<file path="src/rtl/pll_seq_pkg.sv">
package pll_seq_pkg;
   localparam int unsigned VCO_MIN_KHZ = 440000;
   localparam int unsigned VCO_MAX_KHZ = 2200000;
   localparam int unsigned OUT_MIN_KHZ = 27500;
   localparam int unsigned OUT_MAX_KHZ = 2200000;

   typedef enum logic [2:0] {
      SQ_IDLE,
      SQ_HOLD,
      SQ_LOAD,
      SQ_SETTLE,
      SQ_POLL
   } seq_state_t;
endpackage

</file>
<file path="src/rtl/pll_param_check.sv">
module pll_param_check #(
   parameter int NR_W    = 6,
   parameter int NF_W    = 13,
   parameter int NO_W    = 4,
   parameter int REF_KHZ = 24000
) (
   input  logic [NR_W-1:0] nr,
   input  logic [NF_W-1:0] nf,
   input  logic [NO_W-1:0] no,
   output logic            legal
);
   import pll_seq_pkg::*;
   localparam int PW = 48;

   logic [PW-1:0] vco_num, vco_lo, vco_hi, out_lo, out_hi, nr_no;
   logic          nonzero, no_ok;

   always_comb begin
      nr_no   = PW'(nr) * PW'(no);
      vco_num = PW'(REF_KHZ) * PW'(nf);
      vco_lo  = PW'(VCO_MIN_KHZ) * PW'(nr);
      vco_hi  = PW'(VCO_MAX_KHZ) * PW'(nr);
      out_lo  = PW'(OUT_MIN_KHZ) * nr_no;
      out_hi  = PW'(OUT_MAX_KHZ) * nr_no;
      nonzero = (nr != '0) && (nf != '0) && (no != '0);
      no_ok   = (no == NO_W'(1)) || !no[0];
      legal   = nonzero && no_ok &&
                (vco_num >= vco_lo) && (vco_num <= vco_hi) &&
                (vco_num >= out_lo) && (vco_num <= out_hi);
   end
endmodule

</file>
<file path="src/rtl/pll_seq_timer.sv">
module pll_seq_timer #(
   parameter int W = 12
) (
   input  logic         clk,
   input  logic         rst_n,
   input  logic         clear,
   output logic [W-1:0] count
);
   always_ff @(posedge clk or negedge rst_n) begin
      if (!rst_n)     count <= '0;
      else if (clear) count <= '0;
      else if (count != {W{1'b1}}) count <= count + W'(1);
   end
endmodule

</file>
<file path="src/rtl/pll_reprog_seq.sv">
module pll_reprog_seq #(
   parameter int NR_W          = 6,
   parameter int NF_W          = 13,
   parameter int NO_W          = 4,
   parameter int REF_KHZ       = 24000,
   parameter int CYCLES_PER_US = 250,
   parameter int SETTLE_US     = 10,
   parameter int LOCK_TIMEOUT  = 4000
) (
   input  logic              clk,
   input  logic              rst_n,
   input  logic              start,
   input  logic [NR_W-1:0]   nr_in,
   input  logic [NF_W-1:0]   nf_in,
   input  logic [NO_W-1:0]   no_in,
   input  logic              lock_in,
   output logic              mode_normal,
   output logic              pll_rst,
   output logic [NR_W-1:0]   nr_field,
   output logic [NF_W-1:0]   nf_field,
   output logic [NO_W-1:0]   no_field,
   output logic [NF_W-2:0]   bw_field,
   output logic              busy,
   output logic              done,
   output logic              err
);
   import pll_seq_pkg::*;

   localparam int SETTLE_CYC = SETTLE_US * CYCLES_PER_US;
   localparam int MAX_WAIT   = (SETTLE_CYC > LOCK_TIMEOUT) ? SETTLE_CYC : LOCK_TIMEOUT;
   localparam int TW         = $clog2(MAX_WAIT + 1);
   localparam int BW_W       = NF_W - 1;

   generate
      if (CYCLES_PER_US < 1 || SETTLE_US < 1) begin : g_bad_settle
         $error("settle time must be at least one cycle");
      end
      if (LOCK_TIMEOUT < 1) begin : g_bad_timeout
         $error("lock timeout must be at least one cycle");
      end
      if (NF_W < 2 || NR_W < 1 || NO_W < 1) begin : g_bad_width
         $error("divider widths too small");
      end
   endgenerate

   seq_state_t          st;
   logic [NR_W-1:0]     nr_q;
   logic [NF_W-1:0]     nf_q;
   logic [NO_W-1:0]     no_q;
   logic                legal;
   logic                tmr_clr;
   logic [TW-1:0]       tmr;
   logic                settle_end, wait_end;

   pll_param_check #(
      .NR_W(NR_W), .NF_W(NF_W), .NO_W(NO_W), .REF_KHZ(REF_KHZ)
   ) u_check (
      .nr(nr_in), .nf(nf_in), .no(no_in), .legal(legal)
   );

   assign settle_end = (st == SQ_SETTLE) && (tmr == TW'(SETTLE_CYC - 1));
   assign wait_end   = (st == SQ_POLL) && (tmr == TW'(LOCK_TIMEOUT - 1));
   assign tmr_clr    = (st == SQ_LOAD) || settle_end ||
                       (st == SQ_IDLE) || (st == SQ_HOLD);

   pll_seq_timer #(.W(TW)) u_timer (
      .clk(clk), .rst_n(rst_n), .clear(tmr_clr), .count(tmr)
   );

   always_ff @(posedge clk or negedge rst_n) begin
      if (!rst_n) begin
         st          <= SQ_IDLE;
         mode_normal <= 1'b0;
         pll_rst     <= 1'b0;
         nr_field    <= '0;
         nf_field    <= '0;
         no_field    <= '0;
         bw_field    <= '0;
         nr_q        <= '0;
         nf_q        <= '0;
         no_q        <= '0;
         busy        <= 1'b0;
         done        <= 1'b0;
         err         <= 1'b0;
      end else begin
         done <= 1'b0;
         err  <= 1'b0;
         unique case (st)
            SQ_IDLE: begin
               if (start) begin
                  if (legal) begin
                     nr_q        <= nr_in;
                     nf_q        <= nf_in;
                     no_q        <= no_in;
                     mode_normal <= 1'b0;
                     busy        <= 1'b1;
                     st          <= SQ_HOLD;
                  end else begin
                     err <= 1'b1;
                  end
               end
            end
            SQ_HOLD: begin
               pll_rst <= 1'b1;
               st      <= SQ_LOAD;
            end
            SQ_LOAD: begin
               nr_field <= nr_q - NR_W'(1);
               nf_field <= nf_q - NF_W'(1);
               no_field <= no_q - NO_W'(1);
               bw_field <= nf_q[NF_W-1:1] - BW_W'(1);
               st       <= SQ_SETTLE;
            end
            SQ_SETTLE: begin
               if (settle_end) begin
                  pll_rst <= 1'b0;
                  st      <= SQ_POLL;
               end
            end
            SQ_POLL: begin
               if (lock_in) begin
                  mode_normal <= 1'b1;
                  done        <= 1'b1;
                  busy        <= 1'b0;
                  st          <= SQ_IDLE;
               end else if (wait_end) begin
                  err  <= 1'b1;
                  busy <= 1'b0;
                  st   <= SQ_IDLE;
               end
            end
            default: st <= SQ_IDLE;
         endcase
      end
   end
endmodule

</file>
<file path="config.mk">
export PLATFORM = sky130hd
export DESIGN_NAME = pll_reprog_seq
export DESIGN_NICKNAME = d
export VERILOG_FILES = /design/src/rtl/pll_seq_pkg.sv /design/src/rtl/pll_param_check.sv /design/src/rtl/pll_seq_timer.sv /design/src/rtl/pll_reprog_seq.sv
export SDC_FILE = /design/constraint.sdc
export NUM_CORES = 1
export LEC_CHECK = 0
export BUFFER_PORTS_ARGS = -buffer_cell sky130_fd_sc_hd__buf_2
export CAP_MARGIN = 15
export CORE_MARGIN = 2
export CORE_UTILIZATION = 35
export CTS_BUF_LIST = sky130_fd_sc_hd__clkbuf_8
export CTS_CLUSTER_SIZE = 20
export DETAILED_ROUTE_END_ITERATION = 7
export SYNTH_ARGS = -nofsm -noshare
export SYNTH_HDL_FRONTEND = slang
export SYNTH_SLANG_ARGS = --single-unit
</file>
<file path="constraint.sdc">
create_clock -name clk -period 2.79 [get_ports clk]
set_clock_uncertainty 0.2 [all_clocks]
set_input_delay 0.279 -clock clk [delete_from_list [all_inputs] [get_ports clk]]
set_output_delay 0.279 -clock clk [all_outputs]
set_load 0.005 [all_outputs]
</file>
==> results of run 1 <==
[cells in the final DEF (no fill, tap or decap), types with 5 or more instances in the layout]
| cell type | Yosys | final |
|---|---|---|
| buf_4 | 0 | 381 |
| ha_1 | 372 | 363 |
| inv_1 | 333 | 324 |
| fa_1 | 151 | 149 |
| nand2_1 | 88 | 86 |
| o21ai_0 | 93 | 85 |
| dfrtp_1 | 78 | 78 |
| a21oi_1 | 81 | 70 |
| nor2_1 | 63 | 61 |
| xnor2_1 | 62 | 61 |
| buf_2 | 0 | 61 |
| xor2_1 | 51 | 49 |
| a21o_1 | 43 | 43 |
| nand3_1 | 26 | 26 |
| nand2b_1 | 26 | 26 |
| nor3_1 | 28 | 26 |
| nor2b_1 | 24 | 21 |
| mux2_4 | 1 | 18 |
| nand4_1 | 17 | 17 |
| and2_1 | 17 | 15 |
| o21a_1 | 14 | 14 |
| clkbuf_8 | 0 | 13 |
| a21oi_2 | 2 | 12 |
| a31oi_1 | 13 | 12 |
| or3_1 | 13 | 11 |
| or2_2 | 11 | 11 |
| buf_6 | 2 | 11 |
| o31ai_1 | 10 | 9 |
| ha_4 | 0 | 9 |
| o211ai_1 | 8 | 8 |
| inv_2 | 0 | 8 |
| and3_1 | 7 | 7 |
| nor4_1 | 8 | 7 |
| a211oi_1 | 6 | 6 |
| and4_1 | 5 | 5 |
| o21bai_1 | 5 | 5 |
| mux2i_1 | 6 | 5 |
[worst paths after layout]
kind / from / endpoint / slack, ns / cells after the start
max in group asynchronous: rst_n / u_timer.count[1]$_DFFE_PN0P_ / 1.34 / 2
min in group asynchronous: rst_n / nf_field[3]$_DFFE_PN0P_ / 0.41 / 2
setup reg to reg: u_timer.count[3]$_DFFE_PN0P_ / u_timer.count[10]$_DFFE_PN0P_ / 0.19 / 9
setup / recovery: nr_in[2] / no_q[2]$_DFFE_PN0P_ / -6.18 / 42
hold reg to reg: bw_field[7]$_DFFE_PN0P_ / bw_field[7]$_DFFE_PN0P_ / 0.27 / 2
hold / removal: lock_in / err$_DFF_PN0_ / 0.03 / 3
[state kept, by name, summed over array words and instances (netlist names), 3 cells and up]
signal and cells:
nf_field 13, nr_q 6, no_q 4, nr_field 6, st 3, u_timer.count 12
nf_q 13, no_field 4, bw_field 12
[metrics by stage]
stage	setup slack (ns)	hold WS (ns)	util, %	instances
CTS	-6.19	0.0160	45.5	2802
detailed placement	-6.61	0.265	44.1	2765
finish	-6.18	0.0320	45.7	2804
global route	-6.52	0.0521	45.7	2804
global placement	-6.42	0.260	44.1	2765
floorplan	-5.81	-0.217	-	1749
[worst max-delay path, delay by kind of cell]
| family | cells | cell delay (ns) |
|---|---|---|
| simple gates | 6 | 1.07 |
| mux | 1 | 0.30 |
| buf+inv | 12 | 1.06 |
| xor+xnor | 1 | 0.15 |
| fa+ha+maj | 10 | 4.00 |
| compound gates | 12 | 2.10 |
[layer usage]
layer / GRT usage [%] / part of all wire [%]
met1: 24.5 / 47
met2: 32.0 / 48
met3: 1.27 / 2.7
met4: 4.68 / 2.4
met5: 0 / 0
[kinds of logic (layout without fill, tap and decap cells)]
kind of cell | Yosys count | after routing | synth area share [%]
flip-flops | 78 | 78 | 12.2
AO/OA/AOI/OAI | 312 | 312 | 12.3
buffers and inverters | 352 | 807 | 8.38
XOR/XNOR | 113 | 113 | 6.20
AND/OR/NAND/NOR | 347 | 347 | 11.1
adder cells (fa/ha/maj) | 523 | 523 | 48.1
multiplexers | 24 | 24 | 1.67
[area by class of cell]
class | instances | area [um^2]
fill | 4281 | 24500
multi-input combinational | 1319 | 13100
timing repair buffer | 459 | 3390
sequential | 78 | 1950
inverter | 333 | 1260
tap | 600 | 751
clock buffer | 13 | 179
clock inverter | 2 | 7.51
[repair_timing]
action	in CTS	in global routing
resized for setup	43	32
hold buffers	2	0
endpoints found under the hold margin	79	0
pin swaps	28	29
buffers inserted	19	6
gates cloned	2	1
setup endpoints to repair	32	32
==> results.md, run 1 <==
Logic synthesis:
- Counting every net in the synthesized netlist gives 2299.
- The cell count after synthesis is 1749.
- In this run the mean area of a mapped cell was 9.12 um^2.
- Counting flops with a built-in enable in the synthesized netlist gives 0.
- Counting instances in the post-synthesis netlist gives the leading cell types as ha_1, inv_1, fa_1.
- In the post-synthesis netlist, the cell with the most instances is ha_1.
- The synthesized design devotes to its leading area cell type 29.2% of total area.
- Sequential elements use 12.2% of the synthesized area.
- The Yosys step of the flow raised 0 warnings.
- The flip-flop and latch count after synthesis is 78.
- The synthesized netlist occupies a cell area of 16000 um^2.
- After synthesis, the share of flip-flops with an asynchronous set or reset is 100%.
- The cell taking the most area after synthesis is ha_1.
- The most used flip-flop cell after synthesis is dfrtp_1.
- The number of distinct standard cells referenced by the synthesized netlist is 66.
- Sorting the synthesized cells by area gives the leading types as ha_1, fa_1, dfrtp_1.

Setup path:
- At the worst endpoint, the arrival time is 8.99 ns.
- The endpoint class of the critical path is a register.
- The cell with the most instances on the worst path is fa_1.
- The type of the setup path with the least slack is input port to register.
- The largest fanout of any net on the critical path is 5.
- Data on the critical path is required at its endpoint by 2.81 ns.
- On the critical path, the stage with the largest delay is an instance of fa_1.
- The largest single stage delay on the critical path is 0.58 ns.
- The worst setup path is launched from an input port.

Clock tree:
- Clock tree synthesis selected as its root buffer the cell clkbuf_8.
- The post-CTS clock slew at the launch and capture registers of the worst setup and hold paths is 0.07 ns.
- TritonCTS built the clock tree.
- The number of CTS-inserted buffers is 9.
- In this run the deepest clock path goes through 2 buffers.
- The tree built by TritonCTS fans out to 78 sinks.
- The number of levels in the clock H-tree is 3.
- The clock reaches the later pin of the worst-skew pair after 0.34 ns.

Die:
- After floorplanning, the core was sized to cover 45200 um^2.
- The x dimension of the die is 218 um.
- The starting utilization of the core area is 35.3%.
- In this run the count of I/O pins placed on the die edge is 67.
- The number of placement rows is 78.
- The floorplan die height is 218 um.
- The die covers 47300 um^2.

Drt:
- After detailed routing, the average wire length per cell comes to 15.1 um.
- The number of vias per cell is 4.83.
- The antenna violation net count after detailed routing is 0.
- The number of iterations in the first detailed-routing pass is 5.
- In the routed design, unresolved DRC markers number 0.
- The first routing iteration left 559 violations.
- Summed over all layers, the routed wires come to 42.3 mm.
- The routed layout has 13500 vias.

STA:
- Setup violations remaining at the end of the flow were counted as 27.
- The max-slew violation count came to 0.
- The measured slew at the worst slew-check pin is 0.955 ns.
- The worst-case setup margin in the final layout is -6.18 ns.
- The total count of hold-check failures in the final report is 0.
- In the finished design, the share of the clock period the worst path needs comes to 321%.
- Setup repair after global routing could not meet its margin everywhere.
- The clock period minus final worst setup slack is 8.97 ns.
- The highest clock rate is 0.112 GHz.
- Headroom to the max-slew limit came out at 36.3%.
- The final setup TNS is -164.30 ns.

Final layout:
- 0 antenna diodes ended up in the layout.
- The area growth from synthesis to layout is 29.5%.
- The number of nets in the final layout is 2750.
- The final design area excluding fillers is 20700 um^2.
- The fraction of final layout cells with drive strength greater than 1 is 26.0%.

Global routing:
- The via count of the first global-routing pass came to 14000.
- The initial antenna violation count is 0.
- Global routing used 18.3% of the available tracks across all layers.
- The global-route wire length before repair is 69.8 mm.
- Entering global routing, the biggest net connects 79 pins.
- For this run the aggregate overflow at the end of global routing stands at 0.

Place:
- Summing all placed instances gives a cell area of 19900 um^2.
- During placement, the flow inserted port buffers numbering 66.
- The routability congestion estimate from global placement is 0.891.
- After legalization and detailed placement, the total HPWL measured 37.1 mm.

Hold path:
- In this run the worst hold path is classified as input port to register.

Status:
- The run finished, with violations left.
- The final reports fail on negative setup slack.

Job:
- Across the run, the number of max-cap violations was 0.
Power of run 1 is left out: the tool's default activity adds up to more than one toggle a clock period on the data nets, which glitch-free logic cannot reach.
==> inputs of run 2 (changes only) <==
--- a/config.mk
+++ b/config.mk
@@ -12,6 +12,7 @@
 export CTS_BUF_LIST = sky130_fd_sc_hd__clkbuf_8
 export CTS_CLUSTER_SIZE = 20
 export DETAILED_ROUTE_END_ITERATION = 7
+export SKIP_LAST_GASP = 1
 export SYNTH_ARGS = -nofsm -noshare
 export SYNTH_HDL_FRONTEND = slang
 export SYNTH_SLANG_ARGS = --single-unit
==> run 2 against run 1 <==
Against the previous run: the flow still finishes with violations (negative setup slack); cell count unchanged; critical path depth is the same; non-clock buffer count stayed put; register-to-register slack barely moved; first-iteration DRC count fell by 4.5%; sequential share of layout area unchanged; critical path type unchanged.
==> results.md, run 2 (synthesis results as in run 1) <==
Final layout:
- The fraction of final layout cells with drive strength greater than 1 is 26.0%.
- The top cell types in the final layout, fill and taps aside, are buf_4, ha_1, inv_1.
- The library cell used most frequently in the layout, excluding fill and tap cells, is buf_4.
- The largest registers in the layout are nf_field (13), nf_q (13).
- 0 antenna diodes ended up in the layout.
- The share of the core filled with cells is 45.7%.
- The net count of the finished layout is 2750.
- The area growth from synthesis to layout is 29.5%.

Place:
- The detailed placement HPWL is 37.1 mm.
- The post-place setup slack is -6.61 ns.
- The congestion estimate from routability-driven global placement came to 0.891.
- The number of port buffers is 66.

Clock tree:
- The number of levels in the clock H-tree is 3.
- Clock latency on the worst-skew pair, taken at its later pin, is 0.34 ns.
- TritonCTS built the clock tree.
- The tree is rooted in a clkbuf_8.
- After clock tree synthesis, the clock-pin slew on the worst setup and hold paths is 0.07 ns.
- The TritonCTS sink count is 78.
- The number of CTS-inserted buffers is 9.
- The maximum clock insertion buffer count is 2.

Drt:
- The detail route stage leaves a number of antenna-violating nets equal to 0.
- The number of vias per cell is 4.82.
- The total via count after detailed routing is 13500.
- The detailed router finished its first iteration with 534 violations.
- The routed length per instance is 15.1 um.
- For this run, design rule violations remaining after detail routing come to 0.
- Before antenna repair, the detailed router went through 5 iterations.
- After detailed routing, the total wire length is 42.4 mm.

Status:
- The final reports fail on negative setup slack.
- The flow ran to the end, but the final reports show violations.

STA:
- The max-slew violation count is 0.
- The total count of hold-check failures in the final report came to 0.
- The measured slew at the worst slew-check pin is 0.953 ns.
- The post-route fraction of the period consumed by the critical path is 321%.
- Timing would allow up to 0.112 GHz.
- Setup repair after global routing could not meet its margin everywhere.
- The total of endpoints with negative setup slack in the final report is 27.
- The tightest slew margin relative to the limit is 36.5%.
- The final setup TNS is -164.02 ns.
- After layout, the minimum clock period comes to 8.96 ns.
- Across all setup checks in the final design, the least slack found is -6.17 ns.

Global routing:
- The initial antenna violation count is 0.
- Global routing finished with a remaining overflow of 0.
- The first global-routing pass estimated 69.8 mm of wire.
- Entering global routing, the biggest net connects 79 pins.
- The overall global routing resource usage is 18.3%.
- The via count of the first global-routing pass is 14000.

Setup path:
- The cell with the largest stage delay on the worst path is fa_1.
- The maximum single-stage delay on the critical path is 0.58 ns.
- The largest fanout of any net on the critical path is 5.
- The type of the setup path with the least slack is input port to register.
- The length in cells of the worst reg-to-reg path is 9.
- The startpoint kind of the worst setup timing path is an input port.
- The signal arrival time at the worst endpoint is 8.98 ns.
- For the worst setup path, the data required time is 2.82 ns.
- STA classifies the critical path endpoint as a register.
- The cell with the most instances on the worst path is fa_1.

Die:
- The floorplan die height is 218 um.
- The top-level port count is 67.
- The floorplan step defined a core boundary enclosing 45200 um^2.
- The number of placement rows is 78.
- For this configuration, the core starts out at a cell density of 35.3%.
- The die covers 47300 um^2.
- The x dimension of the die is 218 um.

Hold path:
- The min-delay analysis places its worst path in the category input port to register.
- The worst hold path passes through 3 cells.

Job:
- The max capacitance violation total is 0.
run 2: cell type report:
cell class	count	area [um^2]
tap	600	751
clock buffer	13	179
sequential	78	1950
multi-input combinational	1319	13100
fill	4281	24500
timing repair buffer	459	3390
inverter	333	1260
clock inverter	2	7.51
run 2: through the flow:
stage,instances,instance area [um^2],hold WS [ns]
after floorplan,1749,16100,-0.217
after CTS,2802,20500,0.0160
after global placement,2765,19900,0.260
final,2804,20700,0.0314
after detailed placement,2765,19900,0.265
after global routing,2804,20700,0.0521
run 2: per-layer routing:
metal	vias up	global-route usage, %	part of all wire (%)
li1	6783	-	-
met1	6528	24.5	47
met2	172	32.1	48
met3	44	1.26	2.8
met4	0	4.36	2.1
met5	-	0	0
run 2: worst paths after layout:
check / from / to / slack, ns
worst max-delay path: nr_in[2] / no_q[2]$_DFFE_PN0P_ / -6.17
worst min-delay path: lock_in / err$_DFF_PN0_ / 0.03
worst max register to register: u_timer.count[3]$_DFFE_PN0P_ / u_timer.count[10]$_DFFE_PN0P_ / 0.19
worst min register to register: bw_field[7]$_DFFE_PN0P_ / bw_field[7]$_DFFE_PN0P_ / 0.27
max in group asynchronous: rst_n / u_timer.count[1]$_DFFE_PN0P_ / 1.35
min in group asynchronous: rst_n / nf_field[3]$_DFFE_PN0P_ / 0.41
run 2: critical path, delay by kind of cell:
family | cells | cell delay (ns)
fa+ha+maj | 10 | 4.00
compound gates | 12 | 2.09
simple gates | 6 | 1.07
buf+inv | 12 | 1.06
mux | 1 | 0.30
xor+xnor | 1 | 0.15
run 2: timing repair:
action                                 4_1_cts  5_1_grt
resized for setup                           39       36
endpoints found under the hold margin       79        0
hold buffers                                 2        0
setup buffers                               19        6
setup endpoints to repair                   32       32
gates cloned                                 2        1
pin swaps                                   28       29
Power of run 2 is left out for the same reason.
==> inputs of run 3 (changes only) <==
==> constraint.sdc (replaced) <==
create_clock -name clk -period 2.79 [get_ports clk]
set_clock_uncertainty 0.2 [all_clocks]
set_input_delay 0 -clock clk [delete_from_list [all_inputs] [get_ports clk]]
set_output_delay 0 -clock clk [all_outputs]
set_load 0.005 [all_outputs]
==> run 3 against run 2 <==
Against the previous run: the run still ends with negative setup slack left; first-iteration DRC count rose by 13%; maximum frequency is 3.8% higher; worst hold slack worse by 0.019 ns; sequential share of layout area down 0.086 points; non-clock buffer count rose by 17; die area unchanged; final area up 0.91%; cell count up 0.61%; sequential cell count unchanged; critical path depth unchanged.
==> results.md, run 3 (synthesis results as in run 1) <==
Status:
- The flow ran to the end, but the final reports show violations.
- The checks that failed: negative setup slack.

Final layout:
- The number of antenna diodes in the final layout is 0.
- The area growth from synthesis to layout is 30.7%.
- The library cell used most frequently in the layout, excluding fill and tap cells, is buf_4.
- In the final layout, the registers with the most flip-flops are nf_field (13), nf_q (13).
- The library cells used most frequently in the layout, excluding fill and tap cells, are buf_4, ha_1, inv_1.
- The fraction of final layout cells with drive strength greater than 1 is 26.0%.
- The number of nets in the final layout is 2767.

Setup path:
- The cell with the most instances on the worst path is fa_1.
- The signal arrival time at the worst endpoint is 8.64 ns.
- The critical path in this run is classified as input port to register.
- For the worst setup path, the data required time is 2.81 ns.
- The cell with the largest stage delay on the worst path is fa_1.
- The maximum single-stage delay on the critical path is 0.57 ns.
- The setup check on the worst reg-to-reg path leaves a slack of 0.21 ns.
- The largest fanout of any net on the critical path is 6.
- The worst setup path is captured at a register.
- The startpoint kind of the worst setup timing path is an input port.

Clock tree:
- The number of CTS-inserted buffers is 9.
- The TritonCTS clock tree is done.
- Clock-pin slew was measured on the worst setup and hold paths at 0.06 ns.
- In this run the number of H-tree levels came out at 3.
- The later pin in the worst-skew pair is clocked with a latency of 0.34 ns.
- The clock root buffer master is clkbuf_8.
- The clock passes through at most 2 buffers.
- The TritonCTS sink count is 78.

Global routing:
- The pin count of the biggest net entering global routing is 79.
- The global-route layer with the greatest usage is met2.
- The met1 global-route usage is 24.5%.
- The via count of the first global-routing pass is 14100.
- The global-route wire length before repair is 70.1 mm.
- The initial antenna violation count is 0.
- For this run, global-route usage on met2 was measured as 32.4%.
- The overall global routing resource usage is 18.3%.
- The met3 demand-to-capacity share in global routing is 1.10%.
- Summed over all layers, the global routing overflow is 0.

Drt:
- The initial detailed-routing violation count is 605.
- Using the TritonRoute via totals, the vias-per-cell ratio works out to 4.86.
- The antenna violation net count after detailed routing is 0.
- The final layout contains routed wiring with a total length of 42.7 mm.
- Dividing the detail-routed wire length by the instance count gives 15.1 um.
- The number of iterations in the first detailed-routing pass is 5.
- In the routed design, unresolved DRC markers number 0.
- The total via count after detailed routing is 13700.

STA:
- The max-slew violation count is 0.
- For this run, the top clock speed supported by timing is 0.116 GHz.
- Setup violations remaining at the end of the flow were counted as 27.
- The worst pin sits at a relative slew slack of 36.9%.
- The total count of hold-check failures in the final report was 0.
- In the finished design, the share of the clock period the worst path needs comes to 309%.
- The clock period minus final worst setup slack is 8.62 ns.
- The tightest hold path in the finished design has a slack of 0.0126 ns.
- Setup repair after global routing could not meet its margin everywhere.
- At the pin with the least slew margin, the transition time is 0.947 ns.
- The worst-case setup margin in the final layout is -5.83 ns.

Die:
- The floorplan die area is 47300 um^2.
- The starting utilization of the core area is 35.3%.
- From left edge to right edge, the die measures 218 um.
- In this run the count of I/O pins placed on the die edge is 67.
- The floorplan die height is 218 um.
- The number of placement rows is 78.
- The area of the core region is 45200 um^2.

Place:
- The count of buffers added on input and output ports is 66.
- The congestion estimate from routability-driven global placement came to 0.891.
- After legalization and detailed placement, the total HPWL measured 37.1 mm.

Job:
- Across the run, the number of max-cap violations was 0.

Hold path:
- The worst min-delay path class is input port to register.
run 3: cell count changes in the layout (fill, tap and decap cells not counted), moves of 3 or more:
| cell | before | now |
|---|---|---|
| ha_1 | 363 | 358 |
| mux2_4 | 18 | 15 |
| mux2_2 | 0 | 3 |
| ha_4 | 9 | 13 |
| o21ai_2 | 4 | 1 |
| o21ai_1 | 4 | 9 |
| buf_4 | 381 | 385 |
| dlygate4sd3_1 | 2 | 16 |
run 3: metal layers:
layer | share of wire (%) | vias to the layer above
met2 | 49 | 179
met4 | 1.7 | 0
met5 | 0 | -
met1 | 47 | 6678
li1 | - | 6821
met3 | 2.5 | 37
run 3: timing repair:
action | in CTS | in global routing
pin swaps | 28 | 36
setup buffers | 19 | 7
cloned | 2 | 1
hold buffers | 16 | 0
endpoints found under the setup margin | 31 | 32
gates resized for setup | 39 | 32
hold endpoints to repair | 97 | 0
run 3: final timing paths:
kind | depth (start not counted) | to | from
max | 42 | nr_q[2]$_DFFE_PN0P_ | nr_in[2]
min in group asynchronous | 2 | bw_field[0]$_DFFE_PN0P_ | rst_n
min | 4 | no_q[0]$_DFFE_PN0P_ | no_in[0]
max reg2reg | 9 | u_timer.count[11]$_DFFE_PN0P_ | u_timer.count[3]$_DFFE_PN0P_
min reg2reg | 2 | bw_field[7]$_DFFE_PN0P_ | bw_field[7]$_DFFE_PN0P_
max in group asynchronous | 2 | u_timer.count[6]$_DFFE_PN0P_ | rst_n
run 3: critical path, delay by kind of cell:
kind / cells / cell delay, ns
fa+ha+maj: 10 / 4.09
buf+inv: 10 / 0.88
xor+xnor: 2 / 0.25
mux: 1 / 0.30
compound gates: 12 / 1.97
simple gates: 7 / 1.18
run 3: metrics by stage:
step | util, % | area (um^2) | cells | worst slack, ns | TNS [ns]
floorplan | - | 16100 | 1749 | -5.53 | -146.16
global placement | 44.1 | 19900 | 2765 | -6.15 | -163.98
detailed placement | 44.1 | 19900 | 2765 | -6.31 | -167.69
CTS | 45.7 | 20700 | 2816 | -5.86 | -155.67
global route | 46.2 | 20900 | 2821 | -6.10 | -162.25
finish | 46.2 | 20900 | 2821 | -5.83 | -155.12
run 3: layout make-up:
class / count / area [um^2]
Clock inverter: 2 / 7.51
Tap cell: 600 / 751
Inverter: 333 / 1250
Clock buffer: 13 / 179
Sequential cell: 78 / 1950
Fill cell: 4269 / 24300
Multi-Input combinational cell: 1319 / 13100
Timing Repair Buffer: 476 / 3570
Power of run 3 is left out for the same reason.
